--- src/rtl/cmdd_pkg.sv ---
package cmdd_pkg;
   typedef enum logic [2:0] {
      M_INC_OLD = 3'd0,
      M_INC     = 3'd1,
      M_FIX_OLD = 3'd2,
      M_FIX     = 3'd3,
      M_IMM     = 3'd4,
      M_ONCE    = 3'd5
   } mode_e;

   typedef enum logic [1:0] {
      S_IDLE = 2'd0,
      S_HDR  = 2'd1,
      S_ARG  = 2'd2
   } state_e;
endpackage

--- src/rtl/cmdd_hdr_unpack.sv ---
module cmdd_hdr_unpack
   import cmdd_pkg::*;
#(
   parameter int WORD_W    = 32,
   parameter int METHOD_W  = 13,
   parameter int SUBCH_W   = 3,
   parameter int COUNT_W   = 13,
   parameter int MODE_W    = 3,
   parameter bit LEGACY_EN = 1'b1
) (
   input  logic [WORD_W-1:0]   word,
   output logic [METHOD_W-1:0] method,
   output logic [SUBCH_W-1:0]  subch,
   output logic [COUNT_W-1:0]  count,
   output mode_e               mode,
   output logic                legal
);
   localparam int SUB_LSB  = METHOD_W;
   localparam int CNT_LSB  = SUB_LSB + SUBCH_W;
   localparam int MODE_LSB = CNT_LSB + COUNT_W;

   logic [MODE_W-1:0] raw_mode;
   logic              known;

   assign method   = word[SUB_LSB-1:0];
   assign subch    = word[CNT_LSB-1:SUB_LSB];
   assign count    = word[MODE_LSB-1:CNT_LSB];
   assign raw_mode = word[MODE_LSB+MODE_W-1:MODE_LSB];
   assign mode     = mode_e'(raw_mode);

   generate
      if (LEGACY_EN) begin : g_legacy
         assign known = (raw_mode <= MODE_W'(5));
      end else begin : g_modern
         assign known = (raw_mode == MODE_W'(1)) || (raw_mode == MODE_W'(3)) ||
                        (raw_mode == MODE_W'(4)) || (raw_mode == MODE_W'(5));
      end
   endgenerate

   assign legal = known && !((mode == M_ONCE) && (count == '0));
endmodule

--- src/rtl/cmdd_method_gen.sv ---
module cmdd_method_gen
   import cmdd_pkg::*;
#(
   parameter int METHOD_W = 13,
   parameter int COUNT_W  = 13
) (
   input  mode_e               mode,
   input  logic [METHOD_W-1:0] base,
   input  logic [COUNT_W-1:0]  idx,
   output logic [METHOD_W-1:0] method
);
   always_comb begin
      unique case (mode)
         M_INC_OLD, M_INC: method = base + METHOD_W'(idx);
         M_ONCE:           method = (idx == '0) ? base : base + METHOD_W'(1);
         default:          method = base;
      endcase
   end
endmodule

--- src/rtl/cmdd_budget.sv ---
module cmdd_budget #(
   parameter int BUDGET_W = 16
) (
   input  logic                clk,
   input  logic                rst_n,
   input  logic                load,
   input  logic [BUDGET_W-1:0] load_val,
   input  logic                take,
   output logic                last
);
   logic [BUDGET_W-1:0] rem;

   always_ff @(posedge clk or negedge rst_n) begin
      if (!rst_n)    rem <= '0;
      else if (load) rem <= load_val;
      else if (take) rem <= rem - BUDGET_W'(1);
   end

   assign last = (rem == BUDGET_W'(1));

   p_budget_step_r7: assert property (@(posedge clk) disable iff (!rst_n)
      (take && !load) |=> (rem == $past(rem) - BUDGET_W'(1)));
   p_no_take_empty_r7: assert property (@(posedge clk) disable iff (!rst_n)
      take |-> (rem != '0));
endmodule

--- src/rtl/cmd_stream_decoder.sv ---
module cmd_stream_decoder
   import cmdd_pkg::*;
#(
   parameter int WORD_W    = 32,
   parameter int METHOD_W  = 13,
   parameter int SUBCH_W   = 3,
   parameter int COUNT_W   = 13,
   parameter int MODE_W    = 3,
   parameter int BUDGET_W  = 16,
   parameter bit LEGACY_EN = 1'b1
) (
   input  logic                clk,
   input  logic                rst_n,
   input  logic                start,
   input  logic [BUDGET_W-1:0] total_words,
   input  logic                in_valid,
   input  logic [WORD_W-1:0]   in_data,
   output logic                in_ready,
   output logic                out_valid,
   output logic [METHOD_W-1:0] out_method,
   output logic [SUBCH_W-1:0]  out_subch,
   output logic [WORD_W-1:0]   out_value,
   input  logic                out_ready,
   output logic                busy,
   output logic                err_mode,
   output logic                err_trunc
);
   localparam int FIELD_SUM = METHOD_W + SUBCH_W + COUNT_W + MODE_W;

   generate
      if (FIELD_SUM != WORD_W) begin : g_bad_layout
         $error("header fields must fill the word exactly");
      end
      if (MODE_W != 3) begin : g_bad_mode
         $error("mode field must be 3 bits");
      end
      if (COUNT_W > WORD_W) begin : g_bad_count
         $error("count field wider than word");
      end
   endgenerate

   state_e              state;
   mode_e               cur_mode;
   logic [METHOD_W-1:0] base;
   logic [SUBCH_W-1:0]  subch_r;
   logic [COUNT_W-1:0]  left;
   logic [COUNT_W-1:0]  idx;

   logic [METHOD_W-1:0] h_method;
   logic [SUBCH_W-1:0]  h_subch;
   logic [COUNT_W-1:0]  h_count;
   mode_e               h_mode;
   logic                h_legal;
   logic [METHOD_W-1:0] arg_method;
   logic                last;
   logic                acc, go, emit_hdr, emit_arg;

   cmdd_hdr_unpack #(
      .WORD_W(WORD_W), .METHOD_W(METHOD_W), .SUBCH_W(SUBCH_W),
      .COUNT_W(COUNT_W), .MODE_W(MODE_W), .LEGACY_EN(LEGACY_EN)
   ) u_unpack (
      .word(in_data), .method(h_method), .subch(h_subch),
      .count(h_count), .mode(h_mode), .legal(h_legal)
   );

   cmdd_method_gen #(.METHOD_W(METHOD_W), .COUNT_W(COUNT_W)) u_mgen (
      .mode(cur_mode), .base(base), .idx(idx), .method(arg_method)
   );

   cmdd_budget #(.BUDGET_W(BUDGET_W)) u_budget (
      .clk(clk), .rst_n(rst_n), .load(go), .load_val(total_words),
      .take(acc), .last(last)
   );

   assign busy     = (state != S_IDLE);
   assign in_ready = busy && (!out_valid || out_ready);
   assign acc      = in_valid && in_ready;
   assign go       = start && (state == S_IDLE);
   assign emit_hdr = acc && (state == S_HDR) && h_legal && (h_mode == M_IMM);
   assign emit_arg = acc && (state == S_ARG);

   // control path
   always_ff @(posedge clk or negedge rst_n) begin
      if (!rst_n) begin
         state     <= S_IDLE;
         cur_mode  <= M_INC;
         base      <= '0;
         subch_r   <= '0;
         left      <= '0;
         idx       <= '0;
         err_mode  <= 1'b0;
         err_trunc <= 1'b0;
      end else begin
         unique case (state)
            S_IDLE: begin
               if (start) begin
                  err_mode  <= 1'b0;
                  err_trunc <= 1'b0;
                  if (total_words != '0) state <= S_HDR;
               end
            end
            S_HDR: begin
               if (acc) begin
                  if (!h_legal) begin
                     err_mode <= 1'b1;
                     state    <= last ? S_IDLE : S_HDR;
                  end else if ((h_mode == M_IMM) || (h_count == '0)) begin
                     state <= last ? S_IDLE : S_HDR;
                  end else begin
                     cur_mode <= h_mode;
                     base     <= h_method;
                     subch_r  <= h_subch;
                     left     <= h_count;
                     idx      <= '0;
                     if (last) begin
                        err_trunc <= 1'b1;
                        state     <= S_IDLE;
                     end else begin
                        state <= S_ARG;
                     end
                  end
               end
            end
            S_ARG: begin
               if (acc) begin
                  left <= left - COUNT_W'(1);
                  idx  <= idx + COUNT_W'(1);
                  if (left == COUNT_W'(1)) begin
                     state <= last ? S_IDLE : S_HDR;
                  end else if (last) begin
                     err_trunc <= 1'b1;
                     state     <= S_IDLE;
                  end
               end
            end
            default: state <= S_IDLE;
         endcase
      end
   end

   // output register
   always_ff @(posedge clk or negedge rst_n) begin
      if (!rst_n) begin
         out_valid  <= 1'b0;
         out_method <= '0;
         out_subch  <= '0;
         out_value  <= '0;
      end else if (emit_hdr) begin
         out_valid  <= 1'b1;
         out_method <= h_method;
         out_subch  <= h_subch;
         out_value  <= WORD_W'(h_count);
      end else if (emit_arg) begin
         out_valid  <= 1'b1;
         out_method <= arg_method;
         out_subch  <= subch_r;
         out_value  <= in_data;
      end else if (out_ready) begin
         out_valid <= 1'b0;
      end
   end

   p_stall_hold_r9: assert property (@(posedge clk) disable iff (!rst_n)
      (out_valid && !out_ready) |=> (out_valid && $stable(out_method) &&
                                     $stable(out_subch) && $stable(out_value)));
   p_drop_needs_ready_r9: assert property (@(posedge clk) disable iff (!rst_n)
      $fell(out_valid) |-> $past(out_ready));
   p_idle_no_take_r7: assert property (@(posedge clk) disable iff (!rst_n)
      !busy |-> !in_ready);
   p_err_sticky_r6: assert property (@(posedge clk) disable iff (!rst_n)
      (err_mode && !go) |=> err_mode);
   p_trunc_ends_r8: assert property (@(posedge clk) disable iff (!rst_n)
      $rose(err_trunc) |-> !busy);
   p_arg_pending_r2: assert property (@(posedge clk) disable iff (!rst_n)
      (state == S_ARG) |-> (left != '0));
endmodule

--- config.mk ---
export PLATFORM = sky130hd
export DESIGN_NAME = cmd_stream_decoder
export DESIGN_NICKNAME = d
export VERILOG_FILES = /design/src/rtl/cmdd_pkg.sv /design/src/rtl/cmdd_hdr_unpack.sv /design/src/rtl/cmdd_method_gen.sv /design/src/rtl/cmdd_budget.sv /design/src/rtl/cmd_stream_decoder.sv
export SDC_FILE = /design/constraint.sdc
export NUM_CORES = 1
export LEC_CHECK = 0
export ABC_AREA = 0
export BUFFER_PORTS_ARGS = -buffer_cell sky130_fd_sc_hd__buf_2
export CORE_MARGIN = 1
export CORE_UTILIZATION = 25
export CTS_CLUSTER_DIAMETER = 60
export DETAILED_ROUTE_END_ITERATION = 12
export GPL_ROUTABILITY_DRIVEN = 0
export HOLD_SLACK_MARGIN = 0.03
export PLACE_DENSITY_LB_ADDON = 0.12
export SLEW_MARGIN = 20
export SYNTH_ARGS = -nofsm -noshare
export SYNTH_HDL_FRONTEND = slang
export SYNTH_SLANG_ARGS = --single-unit
--- constraint.sdc ---
create_clock -name clk -period 2.25 [get_ports clk]
set_input_delay 0.225 -clock clk [delete_from_list [all_inputs] [get_ports clk]]
set_output_delay 0.225 -clock clk [all_outputs]
set_load 0.01 [all_outputs]
==> Yosys cells after proc, flatten, opt, wreduce, memory -nomap -nowiden <==
Index checks and enable logic that the tools add are counted.
{ "word_totals": {"reg_bits": 114, "output_inout_bits": 53, "elab_cells": 113} }
{ "classes": {"n_addsub": 5, "n_lt_le_gt_ge": 1, "eq_ne": 17, "muxes": 45, "n_bitwise": 1, "n_reduce_logical": 31} }
{ "ops": {"columns": ["operator", "count"], "rows": [
  ["2-to-1 mux 13 bit", 11],
  ["case mux 13 bit (2 select lines)", 3],
  ["2-to-1 mux 32 bit", 2],
  ["2-to-1 mux 16 bit", 2],
  ["adder 13 x 1 -> 13 bit (second input constant)", 2],
  ["logical NOT 13 bit", 2],
  ["2-to-1 mux 2 bit", 9],
  ["== test 16 x 1 -> 1 bit (second input constant)", 1],
  ["nonzero test 16 bit", 1],
  ["subtractor 16 x 1 -> 16 bit (second input constant)", 1],
  ["!= test 2 bit (second input constant)", 7],
  ["adder 13 bit", 1],
  ["== test 13 x 1 -> 1 bit (second input constant)", 1],
  ["2-to-1 mux 1 bit", 13],
  ["subtractor 13 x 1 -> 13 bit (second input constant)", 1],
  ["AND reduction 5 bit", 2],
  ["nonzero test 2 bit", 5],
  ["== test 3 bit (second input constant)", 3],
  ["logical AND 1 bit", 9],
  ["AND reduction 4 bit", 2],
  ["AND reduction 7 bit", 1],
  ["2-to-1 mux 3 bit", 2],
  ["case mux 2 bit (3 select lines)", 1],
  ["nonzero test 3 bit", 2],
  ["14 further kinds", 16]
]} }

==> Logic depth before layout (Yosys ltp) <==
Gate-level depths: netlist of run 1.
{ "logic_depth": {"word_depth": 8, "ltp_mapped": 10} }

==> Cells and area by module <==
Synthesis of run 1 repeated with hierarchy kept, for this count alone.
{ "hier_totals": {"hier_cells": 788, "hier_area_um2": 7116.8} }
{ "modules_own_cells": {"columns": ["module", "n_inst", "cells_per_inst", "area_each_um2", "seq_area_each_um2"], "rows": [
  ["cmd_stream_decoder", 1, 506, 4893.4, 2453.6],
  ["cmdd_method_gen", 1, 143, 1004.7, 0.0],
  ["cmdd_budget", 1, 101, 920.9, 400.4],
  ["cmdd_hdr_unpack", 1, 38, 297.8, 0.0]
]} }

==> Worst setup path after synthesis of run 1 <==
OpenSTA, ideal clock, no wires.
{ "synth_timing": {"path_kind": "reg2reg", "from": "reg base[0]", "to": "reg out_method[12]", "t_arrival_ns": 1.963, "required_time_ns": 2.126, "setup_slack_ns": 0.162, "path_stages_with_launch": 10, "path_cell_list": "dfrtp_1 > ha_1 > inv_1 > fa_1 > nor2b_1 > o31ai_1 > a32oi_1 > a31o_2 > mux2i_1 > a21oi_1"} }
{ "synth_between": {"elab_chain_len": 5, "word_cells_on_any_way": 6, "cone_classes": "2 x add/sub; 4 x mux"} }
{ "synth_lines": {"columns": ["item", "line_no", "rtl"], "rows": [
  ["from (decl)", "cmd_stream_decoder.sv:44", "logic [METHOD_W-1:0] base;"],
  ["from (signal assigned)", "cmd_stream_decoder.sv:111", "base <= h_method;"],
  ["adder 13 x 1 -> 13 bit", "cmdd_method_gen.sv:15", "M_ONCE: method = (idx == '0) ? base : base + METHOD_W'(1);"],
  ["2-to-1 mux 13 bit", "cmdd_method_gen.sv:15", null],
  ["case mux 13 bit (2 select lines) (*)", "cmdd_method_gen.sv:13", "unique case (mode)"],
  ["2-to-1 mux 13 bit (*)", "cmd_stream_decoder.sv:153", "end else if (emit_arg) begin"],
  ["2-to-1 mux 13 bit (*)", "cmd_stream_decoder.sv:148", "end else if (emit_hdr) begin"],
  ["to (signal assigned)", "cmd_stream_decoder.sv:150", "out_method <= h_method;"],
  ["to (signal assigned)", "cmd_stream_decoder.sv:155", "out_method <= arg_method;"],
  ["to (decl)", "cmd_stream_decoder.sv:20", "output logic [METHOD_W-1:0] out_method,"]
]} }
Mark *: on every way between the ends. The rest lies on a longest branch, timed or not. The select of a mux whose other input is x is not followed.
A chain may end at the register's enable or synchronous reset.

==> Worst setup path after layout of run 1 <==
{ "layout_timing": {"from": "reg state[0]", "to": "reg out_method[4]"} }
{ "layout_between": {"elab_chain_len": 7, "word_cells_on_any_way": 11, "cone_classes": "2 x eq/ne; 1 x mux; 8 x reduce/logical"} }
{ "layout_lines": {"columns": ["item", "line_no", "rtl"], "rows": [
  ["from (decl)", "cmd_stream_decoder.sv:42", "state_e state;"],
  ["from (signal assigned)", "cmd_stream_decoder.sv:106", "state <= last ? S_IDLE : S_HDR;"],
  ["from (signal assigned)", "cmd_stream_decoder.sv:108", "state <= last ? S_IDLE : S_HDR;"],
  ["from (signal assigned)", "cmd_stream_decoder.sv:129", "state <= last ? S_IDLE : S_HDR;"],
  ["nonzero test 2 bit", "cmd_stream_decoder.sv:75", "assign busy = (state != S_IDLE);"],
  ["logical AND 1 bit", "cmd_stream_decoder.sv:76", "assign in_ready = busy && (!out_valid || out_ready);"],
  ["logical AND 1 bit", "cmd_stream_decoder.sv:77", "assign acc = in_valid && in_ready;"],
  ["logical AND 1 bit (3 in a row)", "cmd_stream_decoder.sv:79", "assign emit_hdr = acc && (state == S_HDR) && h_legal && (h_mode == M_IMM);"],
  ["2-to-1 mux 13 bit / nonzero test 2 bit (equally long branches)", null, null]
]} }
Several ways; a longest one is shown, not always the timed one.

==> results of run 1 <==
-- path summary, 6_finish.rpt --
path                                               end                 startpoint
max                          out_method[4]$_DFFE_PN0P_       state[0]$_DFFE_PN0P_
min                        u_budget.rem[6]$_DFFE_PN0P_             total_words[6]
max reg2reg                  out_method[4]$_DFFE_PN0P_       state[0]$_DFFE_PN0P_
min reg2reg                  out_value[29]$_DFFE_PN0P_  out_value[29]$_DFFE_PN0P_
max in group asynchronous    out_value[27]$_DFFE_PN0P_                      rst_n
min in group asynchronous         base[12]$_DFFE_PN0P_                      rst_n
-- timing repair --
item / in CTS / in global routing
hold buffers: 2 / 0
buffers inserted: 0 / 2
gates resized for setup: 0 / 14
endpoints found under the hold margin: 27 / 0
setup endpoints to repair: 0 / 22
-- final cells by class --
class	instances	area, um2
fillers	2784	17400
multi-input cells	555	3590
flip-flops and latches	114	2860
repair buffers	168	1080
clock buffers	17	425
well taps	335	419
clock inverters	15	195
inverters	18	67.6
diodes	1	2.50
-- where the power goes --
| group | switching, mW | total (mW) | internal [mW] |
|---|---|---|---|
| Clock | 1.11 | 2.89 | 1.78 |
| Combinational | 2.70 | 4.93 | 2.23 |
| Sequential | 0.738 | 3.67 | 2.93 |
| Total | 4.55 | 11.5 | 6.94 |
-- worst register-to-register path: stages (launching register included) --
cell      delay (ns)
dfrtp_1         0.40
inv_1           0.10
ha_1            0.21
buf_4           0.24
and4_1          0.33
nand2_2         0.22
a21oi_1         0.17
o221ai_1        0.17
o221a_2         0.16
-- through the flow --
step                      hold WS [ns]  TNS [ns]  worst slack, ns
after floorplan                -0.0706         0            0.162
after global placement           0.200         0          0.00331
after detailed placement         0.200         0           0.0323
after CTS                       0.0314         0           0.0122
after global routing            0.0584   -0.0226          -0.0210
final                           0.0601         0            0.139
-- sequential cells by signal, summed over array words and instances (netlist names) --
signal and flops:
base 13, cur_mode 3, err_mode 1, err_trunc 1, idx 13, left 13
out_method 13, out_subch 3, out_valid 1, out_value 32, state 2, subch_r 3
u_budget.rem 16
-- logic make-up (layout without fill, tap and decap cells) --
logic type / count (synthesis) / count (layout) / share of synthesized area (%)
AOI/OAI and AO/OA: 210 / 210 / 21.3
xor gates and xnor gates: 12 / 12 / 1.58
adders and majority gates: 24 / 24 / 4.64
buffers and inverters: 53 / 218 / 3.45
DFF: 114 / 114 / 43.0
muxes: 30 / 30 / 5.51
other: 0 / 1 / 0
and+or+nand+nor: 279 / 279 / 20.5
-- layout by cell type (no fill, tap or decap), types with 10 or more instances in the layout --
| cell | n |
|---|---|
| nand2_1 | 121 |
| dfrtp_1 | 112 |
| buf_2 | 104 |
| buf_4 | 55 |
| a21oi_1 | 46 |
| nor2_1 | 45 |
| o21ai_0 | 32 |
| nand3_1 | 30 |
| o22ai_1 | 23 |
| ha_1 | 22 |
| a31oi_1 | 20 |
| clkbuf_16 | 17 |
| nor3_1 | 16 |
| inv_1 | 16 |
| o211ai_1 | 12 |
| a21o_1 | 10 |
| mux2_4 | 10 |
-- metal layers --
metal / global-route usage (%) / vias up
met5: 0 / -
met4: 5.46 / 4
met3: 3.47 / 24
met2: 25.6 / 163
met1: 24.2 / 2956
li1: - / 2981
==> impl_metrics.tcl, run 1 <==
set metrics [dict create \
    coreArea_mm2 0.0261 \
    rows 59 \
    grt_pass1_vias 6000 \
    dp.cells 1186 \
    synthesis.area_mm2 0.00663 \
    chipWidth_um 165 \
    p_per_area_mw_per_mm2 1330 \
    path_max_fanout 16 \
    place_hpwl_um 16700 \
    ys_types 76 \
    power.total_mw 11.5 \
    grt_pass1_wl_um 35100 \
    drt_iter0_drc 362 \
    crit_type "flip-flop to flip-flop" \
    cp_num_cells 8 \
    status "finished clean" \
    cpLargestDelayFamily "simple AND/OR/NAND/NOR gates" \
    worstMarginPinSlew_ns 0.666 \
    critical_path.cell_chain "inv_1 -> ha_1 -> buf_4 -> and4_1 -> nand2_2 -> a21oi_1 -> o221ai_1 -> o221a_2" \
    clockBufferDepth 2 \
    fmax_ghz 0.474 \
    post-route-util_pct 33.1 \
    cp-start-kind "flip-flop" \
    numCtsBuffers 17 \
    routed_wl_um 22300 \
    yosysTopAreaCell "dfrtp_1" \
    nets 951 \
    port_buffers 105 \
    root_buffer "clkbuf_16" \
    period_share_pct 93.8 \
    yosysWarningCount 0 \
    cp.required_ns 2.55 \
    min_path_type "primary input to flip-flop" \
    hold_violations 0 \
    ys_seq_area_share_pct 43.0 \
    wl_met1_um 11000 \
    overflow 0 \
    setup_viol_count_final 0 \
    syn_to_final_growth_pct 30.1 \
    cts_tree "done" \
    final_cell_count_no_fill 1223 \
    synth_seq_cells 114 \
    antenna_left 0 \
    ys.flop_type "dfrtp_1" \
    synth_edf_count 0 \
    crit_slowest_cell "dfrtp_1" \
    synthCells 722 \
    synth_top_area_share_pct 42.6 \
    placed_area_mm2 0.00792 \
    slowest_delay_ns 0.40 \
    via_per_inst 5.01 \
    vias 6128 \
    syn_area_per_cell_um2 9.19 \
    netlist_top_cells_area "dfrtp_1 (43%), nand2_1 (6.9%), ha_1 (4.3%)" \
    worstSkewPairLatency_ns 0.42 \
    critPathBufInv 2 \
    whs_path_depth 2 \
    rrSetupSlack_ns 0.14 \
    fin_area_mm2 0.00863 \
    drv_slew 0 \
    h-tree-depth 4 \
    met3_length_um 1170 \
    synth_nets 799 \
    dr.pass1.iters 6 \
    critPathCaptureType "flip-flop" \
    yosysMostFrequentCell "nand2_1" \
    fin_skew_ns 0.0118 \
    die_h_um 165 \
    dr_wl_met2_um 9840 \
    grt_max_degree 45 \
    io_pins 106 \
    antenna_found_initial 3 \
    fin_crit_ns 2.11 \
    arrival_ns 2.41 \
    synth.top_cells.by_count "nand2_1 (122), dfrtp_1 (113), a21oi_1 (46)" \
    r2r_cells 8 \
    postSynth.asyncResetShare_pct 100 \
    leakagePower_nw 3.94 \
    cts_sinks 114 \
    grt_use_total_pct 17.0 \
    ir_drop_mv 0.531 \
    drc 0 \
    start_util_pct 25.5 \
    path_clk_slew_ns 0.06 \
    top_layer "met5" \
    wire_per_inst_um 18.2 \
    drv_cap 0 \
    dieArea_mm2 0.0272 \
    relSlewSlack_pct 55.4 \
    layout-drive-gt1-share_pct 27.5 \
]
(Power assumes the default switching activity.)
==> inputs of run 2 (changes only) <==
- PLACE_DENSITY: unset -> 0.42
- PLACE_DENSITY_LB_ADDON: 0.12 -> unset
==> run 2 against run 1 <==
Net effect:
- sequential cell count did not move
- design area fell by 0.51%
- register-to-register slack got worse by 0.04 ns
- die area did not move
- sequential share of layout area rose by 0.15 points
- non-clock buffer count fell by 2
- hold slack got worse by 0.010 ns
- setup slack got worse by 0.038 ns
- routed wire length rose by 0.62%
- global-route usage barely moved
- sequential power rose by 2%
==> impl_metrics.tcl, run 2 (synthesized netlist as in run 1, its figures left out) <==
set metrics [dict create \
    status "finished clean" \
    whs_path_depth 3 \
    rrSetupSlack_ns 0.10 \
    antenna_found_initial 1 \
    final_cell_mix "nand2_1 (120), dfrtp_1 (113), buf_2 (104)" \
    ir_drop_mv 0.538 \
    dieArea_mm2 0.0272 \
    max_flop_register "out_value" \
    drv_cap 0 \
    cpLargestDelayFamily "compound AO/OA/AOI/OAI gates" \
    grt_pass1_wl_um 35200 \
    routed_wl_um 22400 \
    dr.pass1.iters 5 \
    rr_endpoint "out_method[12]$_DFFE_PN0P_" \
    clockBufferDepth 2 \
    num-fill-cells 2771 \
    leakagePower_nw 3.91 \
    place_hpwl_um 16600 \
    io_pins 106 \
    r2r_cells 7 \
    fin_skew_ns 0.0141 \
    drc 0 \
    largest_register_ffs 32 \
    arrival_ns 2.46 \
    post-place-ws_ns 0.0169 \
    antenna_left 0 \
    power.total_mw 11.4 \
    slowest_delay_ns 0.45 \
    die_h_um 165 \
    drv_slew 0 \
    crit_type "flip-flop to flip-flop" \
    port_buffers 105 \
    rows 59 \
    relSlewSlack_pct 58.1 \
    crit_slowest_cell "dfrtp_1" \
    holdPathEnd "u_budget.rem[2]$_DFFE_PN0P_" \
    start_util_pct 25.5 \
    p_per_area_mw_per_mm2 1320 \
    hp-start "total_words[2]" \
    rr_startpoint "idx[2]$_DFFE_PN0P_" \
    overflow 0 \
    syn_to_final_growth_pct 29.5 \
    setup_viol_count_final 0 \
    drt_iter0_drc 405 \
    grt_max_degree 73 \
    reg.largest.list "out_value: 32 flops, u_budget.rem: 16 flops" \
    fin_crit_ns 2.15 \
    nets 949 \
    min_path_type "primary input to flip-flop" \
    grt_use_total_pct 17.1 \
    fin_hold_ws_ns 0.0497 \
    cp-start-kind "flip-flop" \
    period_share_pct 95.5 \
    worstMarginPinSlew_ns 0.626 \
    rsz0062_at_grt "false" \
    grt_pass1_vias 6118 \
    numCtsBuffers 17 \
    root_buffer "clkbuf_16" \
    cts_sinks 114 \
    path_max_fanout 4 \
    setup_slack_ns 0.101 \
    path_clk_slew_ns 0.07 \
    layout-drive-gt1-share_pct 26.9 \
    critPathBufInv 0 \
    layout_commonest_cell "nand2_1" \
    vias 6183 \
    via_per_inst 5.06 \
    chipWidth_um 165 \
    wire_per_inst_um 18.4 \
    cts_tree "done" \
    critPathCaptureType "flip-flop" \
    h-tree-depth 4 \
    cp.required_ns 2.56 \
    coreArea_mm2 0.0261 \
    critical_path.cell_chain "ha_1 -> nor2b_2 -> o31ai_1 -> a32oi_1 -> a31o_2 -> mux2i_1 -> a21oi_1" \
    hold_violations 0 \
    worstSkewPairLatency_ns 0.42 \
    fmax_ghz 0.465 \
]
[run 2: where the power goes]
| group | leakage, nW | internal [mW] | switching, mW | total, mW |
|---|---|---|---|---|
| clock | 0.282 | 1.58 | 1.18 | 2.76 |
| sequential | 1.43 | 2.93 | 0.793 | 3.73 |
| combinational | 2.20 | 2.19 | 2.68 | 4.88 |
| total | 3.91 | 6.70 | 4.66 | 11.4 |
[run 2: worst max-delay path by stage]
stage                          from                         end  slack (ns)  cells past startpoint
2_1_floorplan   base[0]$_DFFE_PN0P_  out_method[12]$_DFFE_PN0P_        0.16                      9
3_3_place_gp   state[0]$_DFFE_PN0P_  out_method[11]$_DFFE_PN0P_     -0.0007                      8
3_5_place_dp   state[0]$_DFFE_PN0P_  out_method[11]$_DFFE_PN0P_        0.02                      8
4_1_cts        state[0]$_DFFE_PN0P_  out_method[11]$_DFFE_PN0P_        0.02                      8
5_1_grt          idx[2]$_DFFE_PN0P_  out_method[10]$_DFFE_PN0P_       0.007                      8
6_report         idx[2]$_DFFE_PN0P_  out_method[12]$_DFFE_PN0P_        0.10                      7
[run 2: what timing repair did]
| action | CTS | global route |
|---|---|---|
| gates resized for setup | 0 | 13 |
| buffers inserted | 0 | 4 |
| hold buffers | 4 | 0 |
| endpoints found under the hold margin | 21 | 0 |
| endpoints found under the setup margin | 0 | 29 |
[run 2: layout make-up]
cell class / instances / area [um2] / share of cell area, %
Clock buffer: 17 / 425 / 4.95
Tap cell: 335 / 419 / 4.88
Clock inverter: 15 / 161 / 1.88
Sequential cell: 114 / 2850 / 33.2
Antenna cell: 1 / 2.50 / 0.0291
Multi-Input combinational cell: 555 / 3610 / 42.0
Timing Repair Buffer: 166 / 1050 / 12.2
Inverter: 18 / 67.6 / 0.787
[run 2: through the flow]
step	setup TNS, ns	cells	util (%)	area (um2)
floorplan	0	722	-	6630
global placement	-0.000722	1180	30.2	7870
detailed placement	0	1180	30.2	7870
CTS	0	1216	32.6	8490
global route	0	1220	32.9	8590
finish	0	1221	33.0	8590
[run 2: tightest hold or removal path: stages]
cell and delay, ns:
buf_2 0.10, nand2_1 0.05, o211ai_1 0.07
[run 2: layer usage]
metal / vias up / GRT usage (%) / part of all wire, %
met5: - / 0 / 0
met4: 0 / 4.25 / 1.0
met3: 16 / 3.37 / 4.1
met2: 141 / 26.6 / 46
met1: 3030 / 24.0 / 49
li1: 2996 / - / -
